**config.mk**
```make
export PLATFORM = sky130hd
export DESIGN_NAME = trap_entry_unit
export DESIGN_NICKNAME = d
export VERILOG_FILES = /design/src/rtl/trap_pkg.sv /design/src/rtl/trap_pstate_xform.sv /design/src/rtl/trap_cwp_adjust.sv /design/src/rtl/trap_stack.sv /design/src/rtl/trap_entry_unit.sv
export SDC_FILE = /design/constraint.sdc
export NUM_CORES = 2
export LEC_CHECK = 0
export BUFFER_PORTS_ARGS = -buffer_cell sky130_fd_sc_hd__buf_2
export CORE_ASPECT_RATIO = 1.75
export CORE_UTILIZATION = 53
export DETAILED_ROUTE_END_ITERATION = 8
export GPL_TIMING_DRIVEN = 0
export PLACE_DENSITY = 0.74
export SYNTH_ARGS = -nofsm -noshare
export SYNTH_HDL_FRONTEND = slang
export SYNTH_HIERARCHICAL = 1
export SYNTH_SLANG_ARGS = --single-unit
```
**constraint.sdc**
```tcl
create_clock -name clk -period 1.89 [get_ports clk]
set_input_delay 0.378 -clock clk [delete_from_list [all_inputs] [get_ports clk]]
set_output_delay 0.378 -clock clk [all_outputs]
set_load 0.02 [all_outputs]
```
**src/rtl/trap_pkg.sv**
```systemverilog
package trap_pkg;
  localparam int TT_W   = 9;
  localparam int CCR_W  = 8;
  localparam int ASI_W  = 8;
  localparam int PST_W  = 13;
  localparam int GL_W   = 3;
  localparam int TST_W  = 43;

  typedef enum logic [1:0] {
    TK_PLAIN = 2'd0,
    TK_CLEAN = 2'd1,
    TK_SPILL = 2'd2,
    TK_FILL  = 2'd3
  } trap_kind_e;

  function automatic trap_kind_e classify(input logic [TT_W-1:0] tt);
    if (tt == 9'h024)                       return TK_CLEAN;
    else if (tt >= 9'h080 && tt <= 9'h0BF)  return TK_SPILL;
    else if (tt >= 9'h0C0 && tt <= 9'h0FF)  return TK_FILL;
    else                                    return TK_PLAIN;
  endfunction

  function automatic logic [TST_W-1:0] pack_tstate(
      input logic [GL_W-1:0]  gl,
      input logic [CCR_W-1:0] ccr,
      input logic [ASI_W-1:0] asi,
      input logic [PST_W-1:0] pst,
      input logic [4:0]       cwp5);
    logic [TST_W-1:0] w;
    w = '0;
    w[42:40] = gl;
    w[39:32] = ccr;
    w[31:24] = asi;
    w[20:8]  = pst;
    w[4:0]   = cwp5;
    return w;
  endfunction
endpackage

```
**src/rtl/trap_pstate_xform.sv**
```systemverilog
module trap_pstate_xform
  import trap_pkg::*;
(
  input  logic [PST_W-1:0] pst_in,
  output logic [PST_W-1:0] pst_out
);
  always_comb begin
    pst_out    = pst_in;
    pst_out[4] = 1'b1;
    pst_out[3] = 1'b0;
    pst_out[2] = 1'b1;
    pst_out[1] = 1'b0;
    pst_out[9] = pst_in[8];
  end
endmodule

```
**src/rtl/trap_cwp_adjust.sv**
```systemverilog
module trap_cwp_adjust
  import trap_pkg::*;
#(
  parameter int NWIN = 8,
  localparam int CW = $clog2(NWIN)
) (
  input  trap_kind_e      kind,
  input  logic [CW-1:0]   cwp_in,
  input  logic [CW-1:0]   cansave,
  output logic [CW-1:0]   cwp_out
);
  logic [CW+1:0] spill_sum;
  logic [CW+1:0] fill_sum;
  logic [CW+1:0] clean_sum;

  always_comb begin
    spill_sum = {2'b00, cwp_in} + {2'b00, cansave} + (CW+2)'(2);
    fill_sum  = {2'b00, cwp_in} + (CW+2)'(NWIN - 1);
    clean_sum = {2'b00, cwp_in} + (CW+2)'(1);
    unique case (kind)
      TK_CLEAN: cwp_out = CW'(32'(clean_sum) % NWIN);
      TK_SPILL: cwp_out = CW'(32'(spill_sum) % NWIN);
      TK_FILL:  cwp_out = CW'(32'(fill_sum)  % NWIN);
      default:  cwp_out = cwp_in;
    endcase
  end

  always_comb begin
    a_r10_plain_keeps: assert (kind != TK_PLAIN || cwp_out == cwp_in);
  end
endmodule

```
**src/rtl/trap_stack.sv**
```systemverilog
module trap_stack #(
  parameter int DEPTH = 6,
  parameter int ENT_W = 64,
  localparam int LW = $clog2(DEPTH + 1)
) (
  input  logic             clk,
  input  logic             rst_n,
  input  logic             wr_en,
  input  logic [LW-1:0]    wr_lvl,
  input  logic [ENT_W-1:0] wr_data,
  input  logic [LW-1:0]    rd_lvl,
  output logic [ENT_W-1:0] rd_data
);
  logic [ENT_W-1:0] ent [DEPTH];

  for (genvar i = 0; i < DEPTH; i++) begin : g_lvl
    always_ff @(posedge clk or negedge rst_n) begin
      if (!rst_n)                                   ent[i] <= '0;
      else if (wr_en && wr_lvl == LW'(i + 1))       ent[i] <= wr_data;
    end
  end

  always_comb begin
    rd_data = '0;
    for (int i = 0; i < DEPTH; i++)
      if (rd_lvl == LW'(i + 1)) rd_data = ent[i];
  end

  a_r12_no_write_level0: assert property (@(posedge clk) disable iff (!rst_n)
    wr_en |-> (wr_lvl != '0 && 32'(wr_lvl) <= DEPTH));
endmodule

```
**src/rtl/trap_entry_unit.sv**
```systemverilog
module trap_entry_unit
  import trap_pkg::*;
#(
  parameter int NWIN   = 8,
  parameter int MAX_TL = 6,
  parameter int MAX_GL = 3,
  parameter int ADDR_W = 64,
  parameter int HPS_W  = 12,
  parameter logic [ADDR_W-1:0] SPILL_VEC = ADDR_W'(64'h4000),
  parameter logic [ADDR_W-1:0] FILL_VEC  = ADDR_W'(64'h6000),
  localparam int LW = $clog2(MAX_TL + 1),
  localparam int CW = $clog2(NWIN)
) (
  input  logic              clk,
  input  logic              rst_n,
  input  logic              req_valid,
  output logic              req_ready,
  input  logic [8:0]        req_tt,
  input  logic [LW-1:0]     in_tl,
  input  logic [2:0]        in_gl,
  input  logic [7:0]        in_ccr,
  input  logic [7:0]        in_asi,
  input  logic [12:0]       in_pstate,
  input  logic [HPS_W-1:0]  in_hpstate,
  input  logic [CW-1:0]     in_cwp,
  input  logic [CW-1:0]     in_cansave,
  input  logic [ADDR_W-1:0] in_pc,
  input  logic [ADDR_W-1:0] in_npc,
  output logic              done,
  output logic              err,
  output logic [LW-1:0]     out_tl,
  output logic [2:0]        out_gl,
  output logic [12:0]       out_pstate,
  output logic [CW-1:0]     out_cwp,
  output logic [42:0]       out_tstate,
  output logic [ADDR_W-1:0] out_tpc,
  output logic [ADDR_W-1:0] out_tnpc,
  output logic [HPS_W-1:0]  out_htstate,
  output logic [8:0]        out_tt,
  output logic              redirect,
  output logic [ADDR_W-1:0] redir_pc,
  output logic [ADDR_W-1:0] redir_npc,
  output logic [ADDR_W-1:0] redir_nnpc,
  input  logic [LW-1:0]     rd_lvl,
  output logic [42:0]       rd_tstate,
  output logic [ADDR_W-1:0] rd_tpc,
  output logic [ADDR_W-1:0] rd_tnpc,
  output logic [HPS_W-1:0]  rd_htstate,
  output logic [8:0]        rd_tt
);
  localparam int ENT_W = TST_W + 2 * ADDR_W + HPS_W + TT_W;

  logic             accept;
  logic             tl_full;
  trap_kind_e       kind;
  logic [LW-1:0]    tl_next;
  logic [2:0]       gl_next;
  logic [12:0]      pst_next;
  logic [CW-1:0]    cwp_next;
  logic [42:0]      tst_word;
  logic             is_wf;
  logic [ADDR_W-1:0] vec_base;
  logic [ENT_W-1:0] wr_ent;
  logic [ENT_W-1:0] rd_ent;

  assign req_ready = !done;
  assign accept    = req_valid && req_ready;
  assign tl_full   = 32'(in_tl) >= MAX_TL;
  assign kind      = classify(req_tt);
  assign tl_next   = in_tl + LW'(1);
  assign gl_next   = (32'(in_gl) >= MAX_GL) ? 3'(MAX_GL) : in_gl + 3'd1;
  assign tst_word  = pack_tstate(in_gl, in_ccr, in_asi, in_pstate, 5'(in_cwp));
  assign is_wf     = (kind == TK_SPILL) || (kind == TK_FILL);
  assign vec_base  = (kind == TK_SPILL) ? SPILL_VEC : FILL_VEC;
  assign wr_ent    = {tst_word, in_pc, in_npc, in_hpstate, req_tt};

  trap_pstate_xform u_pst (
    .pst_in  (in_pstate),
    .pst_out (pst_next)
  );

  trap_cwp_adjust #(.NWIN(NWIN)) u_cwp (
    .kind    (kind),
    .cwp_in  (in_cwp),
    .cansave (in_cansave),
    .cwp_out (cwp_next)
  );

  trap_stack #(.DEPTH(MAX_TL), .ENT_W(ENT_W)) u_stack (
    .clk     (clk),
    .rst_n   (rst_n),
    .wr_en   (accept && !tl_full),
    .wr_lvl  (tl_next),
    .wr_data (wr_ent),
    .rd_lvl  (rd_lvl),
    .rd_data (rd_ent)
  );

  assign {rd_tstate, rd_tpc, rd_tnpc, rd_htstate, rd_tt} = rd_ent;

  always_ff @(posedge clk or negedge rst_n) begin
    if (!rst_n) begin
      done        <= 1'b0;
      err         <= 1'b0;
      out_tl      <= '0;
      out_gl      <= '0;
      out_pstate  <= '0;
      out_cwp     <= '0;
      out_tstate  <= '0;
      out_tpc     <= '0;
      out_tnpc    <= '0;
      out_htstate <= '0;
      out_tt      <= '0;
      redirect    <= 1'b0;
      redir_pc    <= '0;
      redir_npc   <= '0;
      redir_nnpc  <= '0;
    end else if (accept) begin
      done        <= 1'b1;
      err         <= tl_full;
      out_tstate  <= tst_word;
      out_tpc     <= in_pc;
      out_tnpc    <= in_npc;
      out_htstate <= in_hpstate;
      out_tt      <= req_tt;
      if (tl_full) begin
        out_tl     <= in_tl;
        out_gl     <= in_gl;
        out_pstate <= in_pstate;
        out_cwp    <= in_cwp;
        redirect   <= 1'b0;
        redir_pc   <= '0;
        redir_npc  <= '0;
        redir_nnpc <= '0;
      end else begin
        out_tl     <= tl_next;
        out_gl     <= gl_next;
        out_pstate <= pst_next;
        out_cwp    <= cwp_next;
        redirect   <= is_wf;
        redir_pc   <= is_wf ? vec_base : '0;
        redir_npc  <= is_wf ? vec_base + ADDR_W'(4) : '0;
        redir_nnpc <= is_wf ? vec_base + ADDR_W'(8) : '0;
      end
    end else begin
      done <= 1'b0;
      err  <= 1'b0;
    end
  end

  a_r1_done_single: assert property (@(posedge clk) disable iff (!rst_n)
    done |=> !done);
  a_r1_busy_blocks: assert property (@(posedge clk) disable iff (!rst_n)
    done |-> !req_ready);
  a_r1_accept_done: assert property (@(posedge clk) disable iff (!rst_n)
    (req_valid && req_ready) |=> done);
  a_r12_err_with_done: assert property (@(posedge clk) disable iff (!rst_n)
    err |-> (done && !redirect));
  a_r2_level_step: assert property (@(posedge clk) disable iff (!rst_n)
    (req_valid && req_ready && 32'(in_tl) < MAX_TL) |=> out_tl == $past(in_tl) + LW'(1));
  a_r5_priv_set: assert property (@(posedge clk) disable iff (!rst_n)
    (done && !err) |-> (out_pstate[2] && !out_pstate[1] && out_pstate[4] && !out_pstate[3]));
  a_r6_gl_bound: assert property (@(posedge clk) disable iff (!rst_n)
    done |-> (32'(out_gl) <= MAX_GL || err));
endmodule

```
=== Word level (Yosys, flattened, before mapping) ===
Index checks and enable logic that the tools add are counted.
Widths: inputs -> output; s select.

* Bits in registers: 1505
* Latch bits: 0
* Memory bits (writable): 0
* Bits in read-only memories: 0
* Input port bits: 196
* Output and inout port bits: 602
* Word-level logic and storage cells: 89
* Memories kept: 0

* Add/sub/neg operators: 8
* Multipliers: 0
* Divide/modulo/power cells: 0
* $lt $le $gt $ge: 6
* Equal/unequal tests: 16
* Shifts and indexed selects: 0
* Multiplexer cells: 25
* Bitwise gates (word level): 0
* Reduce and logical (&&, ||, !) cells: 13

{| class="wikitable"
|+ Operators by type and width
! cell !! number
|-
| $mux 192 || 6
|-
| $mux 16 || 4
|-
| $mux 15 || 2
|-
| $eq 3x3->1 const B || 6
|-
| $ge 9x8->1 const B || 2
|-
| $le 9x8->1 const B || 2
|-
| $add 15x3->16 const B || 1
|-
| $add 15x4->16 const B || 1
|-
| $mux 14 || 1
|-
| $eq 3x2->1 const B || 4
|-
| $mux 3 || 4
|-
| $logic_and 1x1->1 || 10
|-
| $mux 10 || 1
|-
| $add 3x1->3 const B || 3
|-
| $eq 9x6->1 const B || 1
|-
| $pmux 3 s3 || 1
|-
| $eq 3x1->1 const B || 2
|-
| $mux 2 || 3
|-
| $eq 2x2->1 const B || 2
|-
| $add 3x2->3 const B || 1
|-
| $add 3x3->3 || 1
|-
| $add 3x3->3 const B || 1
|-
| $ge 3x2->1 const B || 1
|-
| $ge 3x3->1 const B || 1
|-
| other kinds (4) || 7
|}

=== Depth between registers and ports, before layout ===
* Depth after elaboration: 10
* Depth in mapped cells: 11
* Gate-level depth less buffers: 9

=== Cells and area by module ===
Netlist, hierarchy kept.

{| class="wikitable"
|+ By module, submodules not included
! module !! instances !! cells an instance !! area an instance (um2) !! seq. area each (um2)
|-
| trap_stack || 1 || 3575 || 52096.2 || 28827.6
|-
| trap_entry_unit || 1 || 1094 || 9676.8 || 5255.0
|-
| trap_cwp_adjust || 1 || 19 || 171.4 || 0.0
|-
| trap_pstate_xform || 1 || 15 || 105.1 || 0.0
|}

=== Worst setup path after synthesis ===
Ideal clock, no wire load.

* Path type: flip-flop to flip-flop
* From: register done
* To: register u_stack/ent[1000] (netlist bit)
* Setup time: 0.125 ns
* Arrival: 2.069 ns
* Required time: 1.765 ns
* Setup slack: -0.303 ns
* Cell stages (with the launch flop): 11
* Buffers on the path: 4
* Period minus slack after synthesis: 2.193 ns
* Cells stage by stage: dfrtp_1 nand2b_4 buf_6 inv_4 buf_6 nand2_1 inv_1 and4bb_1 buf_2 buf_2 mux2_2

* Longest elaborated chain between the ends: 4

{| class="wikitable"
|+ RTL lines
! what !! RTL line !! RTL
|-
| from (decl) || trap_entry_unit.sv:29 || <nowiki>output logic done,</nowiki>
|-
| from (signal assigned) || trap_entry_unit.sv:103 || <nowiki>done <= 1'b0;</nowiki>
|-
| from (signal assigned) || trap_entry_unit.sv:119 || <nowiki>done <= 1'b1;</nowiki>
|-
| from (signal assigned) || trap_entry_unit.sv:146 || <nowiki>done <= 1'b0;</nowiki>
|-
| $logic_not 1->1 || trap_entry_unit.sv:66 || <nowiki>assign req_ready = !done;</nowiki>
|-
| $logic_and 1x1->1 || trap_entry_unit.sv:67 || <nowiki>assign accept = req_valid && req_ready;</nowiki>
|-
| $logic_and 1x1->1 || trap_entry_unit.sv:92 || <nowiki>.wr_en (accept && !tl_full),</nowiki>
|-
| $logic_and 1x1->1 || trap_stack.sv:19 || <nowiki>else if (wr_en && wr_lvl == LW'(i + 1)) ent[i] <= wr_data;</nowiki>
|-
| to (signal, indexed assignment) || trap_stack.sv:19 ||
|-
| to (decl) || trap_stack.sv:14 || <nowiki>logic [ENT_W-1:0] ent [DEPTH];</nowiki>
|}

No other way between the ends.
A chain may end at the register's enable or synchronous reset.

=== Worst setup path after layout ===
* From: input port rd_lvl[1]
* To: output port rd_tnpc[28]

* Longest elaborated chain between the ends: 7
* Elaborated cells between the ends (all ways): 12
* Classes of those cells: eq/ne (6); mux (6)

{| class="wikitable"
|+ RTL lines
! what !! RTL line !! RTL
|-
| from (decl) || trap_entry_unit.sv:44 || <nowiki>input logic [LW-1:0] rd_lvl,</nowiki>
|-
| $eq 3x1->1 || trap_stack.sv:26 || <nowiki>if (rd_lvl == LW'(i + 1)) rd_data = ent[i];</nowiki>
|-
| $mux 192 (5 in a row) || trap_stack.sv:26 ||
|-
| $mux 192 (*) || trap_stack.sv:26 ||
|-
| to (decl) || trap_entry_unit.sv:47 || <nowiki>output logic [ADDR_W-1:0] rd_tnpc,</nowiki>
|}

Every way passes the cells marked *; elsewhere a longest branch is shown, timed or not.

==> qor.txt <==
Required time of the critical path: 1510 ps
Post-synthesis compound-gate area fraction: 7.27%
Top post-synthesis cells by area: dfrtp_1 (55%), mux2_2 (24%), nand2_1 (3.5%)
ANT nets after route: 0
Failing checks: design-rule violations, negative hold slack, negative setup slack
Synthesized area per cell: 13.2 sq um
Drt first-iter violations: 3599
Crit-path max FO: 10
Post-Synthesis Cell Area: 62000 sq um
PortBufs: 603
Die Y: 455 um
GRT overflow: 0
Reg power frac: 43.9%
Dominant cell type by area after synthesis: dfrtp_1
Clock share of power: 27.5%
Post-Synthesis Cells: 4703
Detail Placement HPWL: 131000 um
Setup tns final: -368820 ps
Static Leak: 40.5 nW
Global placement routability congestion: 0.871
Seq/Total Area, Yosys: 54.9%
Pin count of the biggest net entering global routing: 171
Sink Count: 1362
Core region area: 116000 sq um
H-tree Lvls: 3
Multiplexer share of the synthesized area: 27.7%
Clock latency on the worst-skew pair: 760 ps
CTS tree: done
Cell chain of the critical path: clkbuf_2, buf_12, nor2b_4, buf_12, buf_6, a221oi_4, a21oi_4, buf_6
Root Buffer: clkbuf_16
Synth async-reset ratio: 100%
Largest family of logic cells by synthesized area: multiplexers
P_int: 0.0696 W
Max Clock Freq: 408 MHz
Final wirelength: 216000 um
Via density: 5.90
Share of layout cells above drive strength 1: 52.0%
CP Capture Type: primary output
CTS buffer count: 119
Post-synth top area share: 54.9%
Initial antenna violation count: 23
Net Sw Frac: 30.1%
Global-route usage over all layers: 32.9%
DR vias: 45300
Simple-gate share of the synthesized area: 3.83%
Endpoints failing setup: 1461
Power Density: 1180 nW/um^2
Num rows: 165
Commonest non-fill, non-tap cell in the layout: dfrtp_1
Global-route wire length before repair: 290000 um
Worst Path Class, Setup: input pin to primary output
Synth unique cells: 46
Gate power share: 28.6%
Max stage delay cell, worst path: a21oi_4
Die X-Extent: 261 um
Xor/xnor share of the synthesized area: 0.0928%
NetSw: 0.0299 W
Most frequent cells in the layout: dfrtp_1 (1361), mux2_2 (786), nand2_1 (575), mux2_4 (557), buf_2 (496)
WP buf/inv: 5
Layout area overhead: 36.3%
CP delay by family, top: buffers and inverters
CP startpoint kind: input pin
Final period util: 130%
Vias in the first global route: 46000
1st-pass router iterations: 9
Worst-Margin Slew: 1230 ps
Total power: 0.0996 W
Worst path max stage delay: 420 ps
Final Max Slew Viols: 0
Final Hold Fails: 156
Max-cap violations: 0
Worst Hold Slack: -446 ps
Starting Density: 53.6%
Yosys warnings: 6
Leading register cell type out of synthesis: dfrtp_1
RSZ-0062 raised after global routing: true
Hold_buf cts: 187
Layout Nets: 6244
Top-level I/O count: 798
Final worst slack: -564 ps
Max clock buf depth: 3
Final Critical Period: 2450 ps
VDD IR max: 0.964 mV
Die area: 119000 sq um
Adder-cell area share of the yosys netlist: 0.133%
Post-synth EDFFs: 0
Clk pin slew, worst setup/hold paths: 60 ps
Relative slew slack: 18.3%
#FFs+latches synth: 1362
Outcome: complete, but fails checks
WL per Instance: 28.1 um
DRC: 330
Skew final: 37.9 ps
Min-Delay Path Class: input pin to async pin
Critical Path AT: 2080 ps
==> logic make-up after synthesis <==
group                      Yosys count
DFF                               1362
muxes                             1551
AOI/OAI and AO/OA                  608
xor gates and xnor gates             5
other                                3
and+or+nand+nor                    603
buffers and inverters              565
adders and majority gates            6
==> through the flow <==
stage	instance area (sq um)	setup slack (ps)	hold slack (ps)	util, %	instances
after floorplan	63600	-176	82.4	-	4944
after global placement	68500	-31570	453	59.1	7050
after detailed placement	68700	-1930	316	59.4	7058
after CTS	78900	-562	-483	68.1	7523
after global routing	84500	-573	-442	73.0	7658
final	84600	-564	-446	73.0	7668
==> sequential cells by signal, summed over array words and instances (netlist names), 3 cells and up <==
register	cells
u_stack/ent	1152
out_tnpc	64
out_tpc	64
out_tstate	35
out_pstate	13
out_htstate	12
out_tt	9
out_cwp	3
out_gl	3
out_tl	3
==> power by group through the flow <==
stage / sequential [W] / clock (W) / combinational [W]
floorplan: 0.0423 / 0 / 0.0156
global route: 0.0444 / 0.0287 / 0.0300
global placement: 0.0425 / 0 / 0.0214
CTS: 0.0427 / 0.0276 / 0.0248
finish: 0.0437 / 0.0274 / 0.0285
detailed placement: 0.0429 / 0 / 0.0222
==> final timing paths <==
check	endpoint	start	depth (start not counted)	slack, ps
min reg2reg	out_tnpc[59]$_DFFE_PN0P_	out_tnpc[59]$_DFFE_PN0P_	2	470
max reg2reg	u_stack/ent[524]$_DFFE_PN0P_	done$_DFF_PN0_	12	-400
min	u_stack/ent[463]$_DFFE_PN0P_	rst_n	1	-450
min in group clk	out_tpc[30]$_DFFE_PN0P_	in_pc[30]	3	50
max in group asynchronous	u_stack/ent[592]$_DFFE_PN0P_	rst_n	5	110
max	rd_tnpc[28]	rd_lvl[1]	8	-560
==> area by class of cell <==
type	instances	area, sq um
flip-flops and latches	1362	34100
fillers	7193	31300
multi-input cells	3017	29600
repair buffers	986	9030
plain buffers	548	5470
clock buffers	162	3430
well taps	1503	1880
clock inverters	63	955
inverters	8	53.8
diodes	19	47.5
==> cell usage after synthesis, types with 7 or more instances <==
library cell / number
clkbuf_1: 83
nand2_1: 577
inv_1: 7
buf_6: 51
buf_2: 146
mux2_2: 1343
mux2i_1: 208
buf_4: 275
a2bb2oi_1: 191
o21ai_0: 24
dfrtp_1: 1362
a21oi_1: 193
a221oi_1: 191
==> layer usage <==
metal / wire, um / track usage [%] / vias up
li1: - / - / 19200
met1: 77500 / 37.3 / 23500
met2: 108000 / 56.0 / 1954
met3: 14600 / 7.37 / 624
met4: 15700 / 20.8 / 10
met5: 65 / 0.124 / -
==> timing repair <==
action | 4_1_cts | 5_1_grt
pin swaps | 33 | 79
setup buffers | 34 | 83
hold endpoints to repair | 1112 | 65
gates cloned | 20 | 64
gates resized for setup | 744 | 950
endpoints found under the setup margin | 1877 | 1842
Note: power is estimated with default switching activity, not from simulation.
